--- src/rtl/hp_pkg.sv ---
package hp_pkg;
  localparam int CFG_W = 7;

  typedef struct packed {
    logic st_inv;   // status empty-bit inversion
    logic merge;    // merge flags onto full pin
    logic fpol;     // flag pin inversion
    logic bsense;   // byte-select level picking low byte
    logic dpol;     // data strobe active level
    logic proto;    // 1: direction line + data strobe
    logic wide;     // 1: 16-bit host transfers
  } hp_cfg_t;
endpackage

--- src/rtl/hp_ctl_reg.sv ---
module hp_ctl_reg
  import hp_pkg::*;
#(
  parameter int DW = 16
) (
  input  logic            clk,
  input  logic            rst_n,
  input  logic            wr,
  input  logic [CFG_W-1:0] wdata,
  output hp_cfg_t         cfg,
  output logic            resync,
  output logic [DW-1:0]   rdata
);
  localparam int PAD_W = DW - CFG_W;

  hp_cfg_t cfg_q, cfg_d;
  logic    rs_q;

  always_comb begin
    cfg_d = cfg_q;
    if (wr) cfg_d = hp_cfg_t'(wdata);
  end

  always_ff @(posedge clk or negedge rst_n) begin
    if (!rst_n) begin
      cfg_q <= '0;
      rs_q  <= 1'b0;
    end else begin
      cfg_q <= cfg_d;
      rs_q  <= wr;
    end
  end

  assign cfg    = cfg_q;
  assign resync = rs_q;
  assign rdata  = {{PAD_W{1'b0}}, cfg_q};

  p_cfg_hold_r2: assert property (@(posedge clk) disable iff (!rst_n)
    !wr |=> $stable(cfg_q));
endmodule

--- src/rtl/hp_strobe_dec.sv ---
module hp_strobe_dec (
  input  logic clk,
  input  logic rst_n,
  input  logic proto,
  input  logic dpol,
  input  logic resync,
  input  logic line_a,
  input  logic line_b,
  output logic wr_evt,
  output logic rd_end
);
  logic ds_act, rd_act, wr_act;
  logic rd_q, wr_q;

  always_comb begin
    ds_act = (line_b == dpol);
    if (proto) begin
      rd_act = ds_act & line_a;
      wr_act = ds_act & ~line_a;
    end else begin
      rd_act = ~line_b;
      wr_act = ~line_a;
    end
  end

  always_ff @(posedge clk or negedge rst_n) begin
    if (!rst_n) begin
      rd_q <= 1'b0;
      wr_q <= 1'b0;
    end else begin
      rd_q <= rd_act;
      wr_q <= wr_act;
    end
  end

  assign wr_evt = wr_act & ~wr_q & ~resync;
  assign rd_end = ~rd_act & rd_q & ~resync;

  p_wr_single_r3: assert property (@(posedge clk) disable iff (!rst_n)
    wr_evt |=> !wr_evt);
  p_rd_single_r4: assert property (@(posedge clk) disable iff (!rst_n)
    rd_end |=> !rd_end);
endmodule

--- src/rtl/hp_flags.sv ---
module hp_flags (
  input  logic clk,
  input  logic rst_n,
  input  logic set_full,
  input  logic clr_full,
  input  logic set_empty,
  input  logic clr_empty,
  output logic full,
  output logic empty
);
  logic full_q, full_d, empty_q, empty_d;

  always_comb begin
    full_d = full_q;
    if (set_full)      full_d = 1'b1;
    else if (clr_full) full_d = 1'b0;
    empty_d = empty_q;
    if (clr_empty)      empty_d = 1'b0;
    else if (set_empty) empty_d = 1'b1;
  end

  always_ff @(posedge clk or negedge rst_n) begin
    if (!rst_n) begin
      full_q  <= 1'b0;
      empty_q <= 1'b1;
    end else begin
      full_q  <= full_d;
      empty_q <= empty_d;
    end
  end

  assign full  = full_q;
  assign empty = empty_q;

  p_full_set_r7: assert property (@(posedge clk) disable iff (!rst_n)
    set_full |=> full);
  p_full_clr_r7: assert property (@(posedge clk) disable iff (!rst_n)
    (clr_full && !set_full) |=> !full);
  p_empty_clr_r8: assert property (@(posedge clk) disable iff (!rst_n)
    clr_empty |=> !empty);
  p_empty_set_r8: assert property (@(posedge clk) disable iff (!rst_n)
    (set_empty && !clr_empty) |=> empty);
endmodule

--- src/rtl/par_host_port.sv ---
module par_host_port
  import hp_pkg::*;
#(
  parameter int DW = 16,
  parameter int BW = 8
) (
  input  logic          clk,
  input  logic          rst_n,
  input  logic          core_rd,
  output logic [DW-1:0] core_rdata,
  input  logic          core_wr,
  input  logic [DW-1:0] core_wdata,
  input  logic          ctl_wr,
  input  logic [DW-1:0] ctl_wdata,
  output logic [DW-1:0] ctl_rdata,
  input  logic          h_line_a,
  input  logic          h_line_b,
  input  logic          h_bsel,
  input  logic          h_stat,
  input  logic [DW-1:0] h_din,
  output logic [DW-1:0] h_dout,
  output logic          flag_full,
  output logic          flag_empty
);
  localparam int HI_W = DW - BW;

  logic [1:0]    rst_sync;
  logic          rst_ni;
  hp_cfg_t       cfg;
  logic          resync, wr_evt, rd_end, lo_sel;
  logic          done_wr, done_rd, full, empty;
  logic [DW-1:0] in_q, in_d, out_q, out_d, status;

  // reset: asserted at once, released after two clocks
  always_ff @(posedge clk or negedge rst_n) begin
    if (!rst_n) rst_sync <= 2'b00;
    else        rst_sync <= {rst_sync[0], 1'b1};
  end
  assign rst_ni = rst_sync[1];

  hp_ctl_reg #(.DW(DW)) u_ctl (
    .clk(clk), .rst_n(rst_ni), .wr(ctl_wr), .wdata(ctl_wdata[CFG_W-1:0]),
    .cfg(cfg), .resync(resync), .rdata(ctl_rdata)
  );

  hp_strobe_dec u_strb (
    .clk(clk), .rst_n(rst_ni), .proto(cfg.proto), .dpol(cfg.dpol),
    .resync(resync), .line_a(h_line_a), .line_b(h_line_b),
    .wr_evt(wr_evt), .rd_end(rd_end)
  );

  assign lo_sel  = (h_bsel == cfg.bsense);
  assign done_wr = wr_evt & (cfg.wide | ~lo_sel);
  assign done_rd = rd_end & ~h_stat & (cfg.wide | ~lo_sel);

  hp_flags u_flags (
    .clk(clk), .rst_n(rst_ni),
    .set_full(done_wr), .clr_full(core_rd),
    .set_empty(done_rd), .clr_empty(core_wr),
    .full(full), .empty(empty)
  );

  always_comb begin
    in_d = in_q;
    if (wr_evt) begin
      if (cfg.wide)   in_d = h_din;
      else if (lo_sel) in_d = {in_q[DW-1:BW], h_din[BW-1:0]};
      else            in_d = {h_din[HI_W-1:0], in_q[BW-1:0]};
    end
    out_d = out_q;
    if (core_wr) out_d = core_wdata;
  end

  always_ff @(posedge clk or negedge rst_ni) begin
    if (!rst_ni) begin
      in_q  <= '0;
      out_q <= '0;
    end else begin
      in_q  <= in_d;
      out_q <= out_d;
    end
  end

  always_comb begin
    status = '0;
    status[0] = full;
    status[1] = empty ^ cfg.st_inv;
    if (h_stat)       h_dout = status;
    else if (cfg.wide) h_dout = out_q;
    else if (lo_sel)  h_dout = {{HI_W{1'b0}}, out_q[BW-1:0]};
    else              h_dout = {{BW{1'b0}}, out_q[DW-1:BW]};
  end

  assign core_rdata = in_q;
  assign flag_full  = (full | (cfg.merge & empty)) ^ cfg.fpol;
  assign flag_empty = empty ^ cfg.fpol;

  p_lowbyte_nodone_r6: assert property (@(posedge clk) disable iff (!rst_ni)
    (wr_evt && !cfg.wide && lo_sel && !full && !core_rd) |=> !full);
  p_stat_keeps_empty_r9: assert property (@(posedge clk) disable iff (!rst_ni)
    (rd_end && h_stat && !empty && !core_wr) |=> !empty);
endmodule

--- config.mk ---
export PLATFORM = sky130hd
export DESIGN_NAME = par_host_port
export DESIGN_NICKNAME = d
export VERILOG_FILES = /design/src/rtl/hp_pkg.sv /design/src/rtl/hp_ctl_reg.sv /design/src/rtl/hp_strobe_dec.sv /design/src/rtl/hp_flags.sv /design/src/rtl/par_host_port.sv
export SDC_FILE = /design/constraint.sdc
export NUM_CORES = 1
export LEC_CHECK = 0
export ABC_AREA = 0
export BUFFER_PORTS_ARGS = -buffer_cell sky130_fd_sc_hd__buf_2
export CELL_PAD_IN_SITES_DETAIL_PLACEMENT = 1
export CELL_PAD_IN_SITES_GLOBAL_PLACEMENT = 1
export CORE_UTILIZATION = 30
export CTS_CLUSTER_SIZE = 14
export DETAILED_ROUTE_END_ITERATION = 10
export PLACE_DENSITY_LB_ADDON = 0.1
export SYNTH_ARGS = -nofsm -noshare
export SYNTH_HDL_FRONTEND = slang
export SYNTH_HIERARCHICAL = 1
export SYNTH_SLANG_ARGS = --single-unit
export TNS_END_PERCENT = 30
--- constraint.sdc ---
create_clock -name clk -period 2.4 [get_ports clk]
set_input_delay 0.72 -clock clk [delete_from_list [all_inputs] [get_ports clk]]
set_output_delay 0.72 -clock clk [all_outputs]
set_load 0.05 [all_outputs]
# Word-level counts from Yosys, hierarchy flattened
# Index checks and enable logic that the tools add are counted.
# Widths: inputs -> output; s select.
# totals
reg_bits	46
in_bits	57
out_inout_bits	50
# op_classes
muxes	11
n_bitwise	22
n_reduce_logical	5
eq_ne	3
# op_table
cell	count
$mux 16	4
$and 1x1->1	10
$mux 8	1
$not 1->1	7
$mux 1	6
$reduce_bool 2->1	3
$reduce_and 2->1	2
$xor 1x1->1	3
$eq 1x1->1	2
$ne 2x1->1 const B	1
$or 1x1->1	2

# Longest topological paths before layout
# depth
word_depth	10
mapped_depth	8

# Cells and area by module
# The synthesis kept the hierarchy.
# modules_own_cells
mod	area_each_um2	cells_each	n_inst	seq_area_each_um2
par_host_port	1690.4	145	1	850.8
hp_ctl_reg	440.4	33	1	200.2
hp_strobe_dec	113.9	10	1	50.0
hp_flags	70.1	6	1	51.3

# Least setup slack after synthesis
# Ideal clock, no wire load.
# synth_timing
path_kind	input-to-output
from	input port h_bsel
to	output port h_dout[0]
path_buffers	1
path_slack_ns	-0.360
t_arrival_ns	2.040
path_stages	4
cell_sequence	xor2_4 > buf_8 > a31oi_1 > a21oi_1
# synth_via
elab_chain_len	4
# synth_rtl
item	line_no	source
from (decl)	par_host_port.sv:18	input logic h_bsel,
$eq 1x1->1	par_host_port.sv:52	assign lo_sel = (h_bsel == cfg.bsense);
$mux 8	par_host_port.sv:90	else if (lo_sel) h_dout = {{HI_W{1'b0}}, out_q[BW-1:0]};
$mux 16	par_host_port.sv:89	else if (cfg.wide) h_dout = out_q;
$mux 16	par_host_port.sv:88	if (h_stat) h_dout = status;
to (decl)	par_host_port.sv:21	output logic [DW-1:0] h_dout,
# Every way passes these cells.

# Worst setup path in the final report
# layout_timing
from	input port h_bsel
to	output port h_dout[5]
# Same word-level chain as after synthesis.

==> flow_summary.toml <==
[status]
outcome = "complete, no violations"

[grt]
grt.overflow.total = 0
grtUsageTotal_pct = 14.60
grt_pass1_vias = 1887
grt_pass1_wl_mm = 9.432
grt_max_degree = 27
antenna_found_initial = 0

[route]
routed.top_layer = "met4"
vias = 1730
drc = 0
route.met2.wl_mm = 2.698
wl_mm = 5.722
drt-initial-drc-count = 40
viasPerCell = 4.470
first_pass_iters = 4
wl_met1_mm = 2.623
wire_per_inst_um = 14.79
drtAntennaViolNets = 0
dr_wl_met3_um = 371

[yosys]
ys_types = 35
yosys.area_share.simple_pct = 9.081
netlist.area_leader.share_pct = 48.65
synth_mux_area_share_pct = 19.68
yosysTopAreaCell = "dfrtp_1"
synthAdderAreaFrac_pct = 0
synth_compound_area_share_pct = 9.838
synth_seq_cells = 46
synth_xor_area_share_pct = 3.405
seq_area_frac_synth_pct = 49.78
synth_top_family_by_area = "multiplexers"
syn_area_um2 = 2315
ys_warn_count = 6
syn_avg_cell_area_um2 = 11.93
syn-instance-count = 194
synth_area_leaders = "dfrtp_1 (49%), mux2_2 (12%), buf_4 (5.2%), mux2_4 (4.5%), a21oi_1 (3.7%)"

[floorplan]
chipWidth_um = 89.84
die-area_um2 = 8071
fp.dieH_um = 89.84
rows = 31
core_area_um2 = 7370
start_util_pct = 31.41
ios = 107

[layout]
final_cell_mix = "buf_2 (77), dfrtp_1 (43), mux2_2 (24), buf_4 (11)"
layout-drive-gt1-share_pct = 56.25
fin_cells = 387
nets = 344
insertedDiodeCount = 0
final_common_cell = "buf_2"
area_growth_pct = 35.08

[clock_tree]
h-tree-depth = 2
cts_tree = "built"
cts_made_buffers = 5
cts-root-buf = "clkbuf_8"
clk_path_buf_depth = 2
cts.sinks = 46
clock_latency_ps = 290
clk_pin_slew_ps = 80

[run]
drv_cap = 0

[sta]
hold_slack_ps = 200.4
timing.fmax_ghz = 0.4224
fin_skew_ps = 7.921
setup_tns_ps = 0
finalSetupViolCount = 0
hold_viol = 0
min_period_ps = 2368
setup_ws_ps = 32.38
period_share_pct = 98.65
finalMaxSlewViolations = 0
rsz0062_at_grt = "true"

[pwr]
p_leak_nw = 1.479
p_per_area_nw_per_um2 = 874.1
vdd_ir_drop_max_uv = 492.5
power.total_w = 0.002733

[setup_path]
crit_path_end_kind = "primary output"
rr_endpoint = "core_rdata[15]$_DFFE_PN0P_"
crit_arrival_ps = 1650
crit_start = "h_bsel"
cp-start-kind = "input port"
rrSetupSlack_ps = 620
path_class = "in2out"
crit_fanout = 5
r2r-start = "u_ctl/cfg[2]$_DFFE_PN0P_"
worst_r2r_path_depth = 7
cp.required_ps = 1680

[placed_design]
post-place-cells = 374
post-place-ws_ps = -193.5
io_buffers = 88
place.detailed.hpwl_mm = 4.261
gp_congestion = 0.7387

[min_path]
hold_path.class = "in2async"
## repair_timing
action                                  4_1_cts  5_1_grt
hold buffers                                  0        0
gates cloned                                  0        1
gates resized for setup                      16       12
endpoints found under the setup margin        8       16
buffers inserted                              0        4
pin swaps                                     0        8
## synth_stat cells
cell type	n
dfrtp_1	45
mux2_2	24
a21oi_1	17
buf_4	16
nand2b_1	10
and2_1	8
mux2i_1	8
o21ai_0	8
o22ai_1	8
mux2_4	7
nand3_1	6
clkbuf_1	5
nor2_1	4
a31oi_1	2
buf_2	2
conb_1	2
nor2b_1	2
xnor2_1	2
xor2_1	2
a21o_1	1
a21oi_2	1
a22oi_1	1
buf_6	1
buf_8	1
clkinv_1	1
dfstp_2	1
inv_1	1
nand2_1	1
nand4_1	1
nor3b_1	1
nor3b_2	1
nor4bb_1	1
o21ai_4	1
xnor2_2	1
xor2_4	1
## sequential cells by signal (all words and copies together) (netlist names)
register and flops:
core_rdata 16, out_q 16, u_ctl/cfg 7, rst_sync 2, u_ctl/resync 1, u_flags/empty 1
u_flags/full 1, u_strb/rd_q 1, u_strb/wr_q 1
## cell families (layout without fill, tap and decap cells)
group,after synthesis,in the layout
AO/OA/AOI/OAI,39,39
XOR/XNOR,6,7
buffers and inverters,27,112
flip-flops,46,46
multiplexers,39,39
other,2,10
AND/OR/NAND/NOR,35,35
## metal layers
layer / up-vias / GRT usage [%]
met4: 0 / 4.098
met5: - / 0
met3: 2 / 3.892
met2: 59 / 23.14
li1: 835 / -
met1: 834 / 19.57
## area by class of cell
type / instances / area [um2]
tap: 99 / 123.9
timing repair buffer: 102 / 635.6
sequential: 46 / 1155
fill: 836 / 4243
inverter: 2 / 11.26
clock buffer: 8 / 110.1
multi-input combinational: 130 / 1091
## worst max path at each step
stage                            to  cells past startpoint
after detailed placement  h_dout[1]                      5
after CTS                 h_dout[1]                      5
after global placement    h_dout[1]                      5
after global routing      h_dout[5]                      5
final                     h_dout[5]                      6
after floorplan           h_dout[6]                      4
## critical path, cell delays in order
cell and delay [ps]:
buf_6 130, xor2_4 240, buf_6 150, nand3_1 90, a21oi_2 140, buf_6 170
## through the flow
step	area, um2	util (%)
6_report	3127	42.43
2_1_floorplan	2376	-
4_1_cts	3030	41.12
5_1_grt	3127	42.43
3_5_place_dp	2867	38.90
3_3_place_gp	2867	38.90
## where the power goes
group	switching, W	internal, W
sequential	0.000110	0.000920
clock	0.000256	0.000291
combinational	0.000789	0.000368
total	0.00115	0.00158
Power figures use the tool's default switching activity.
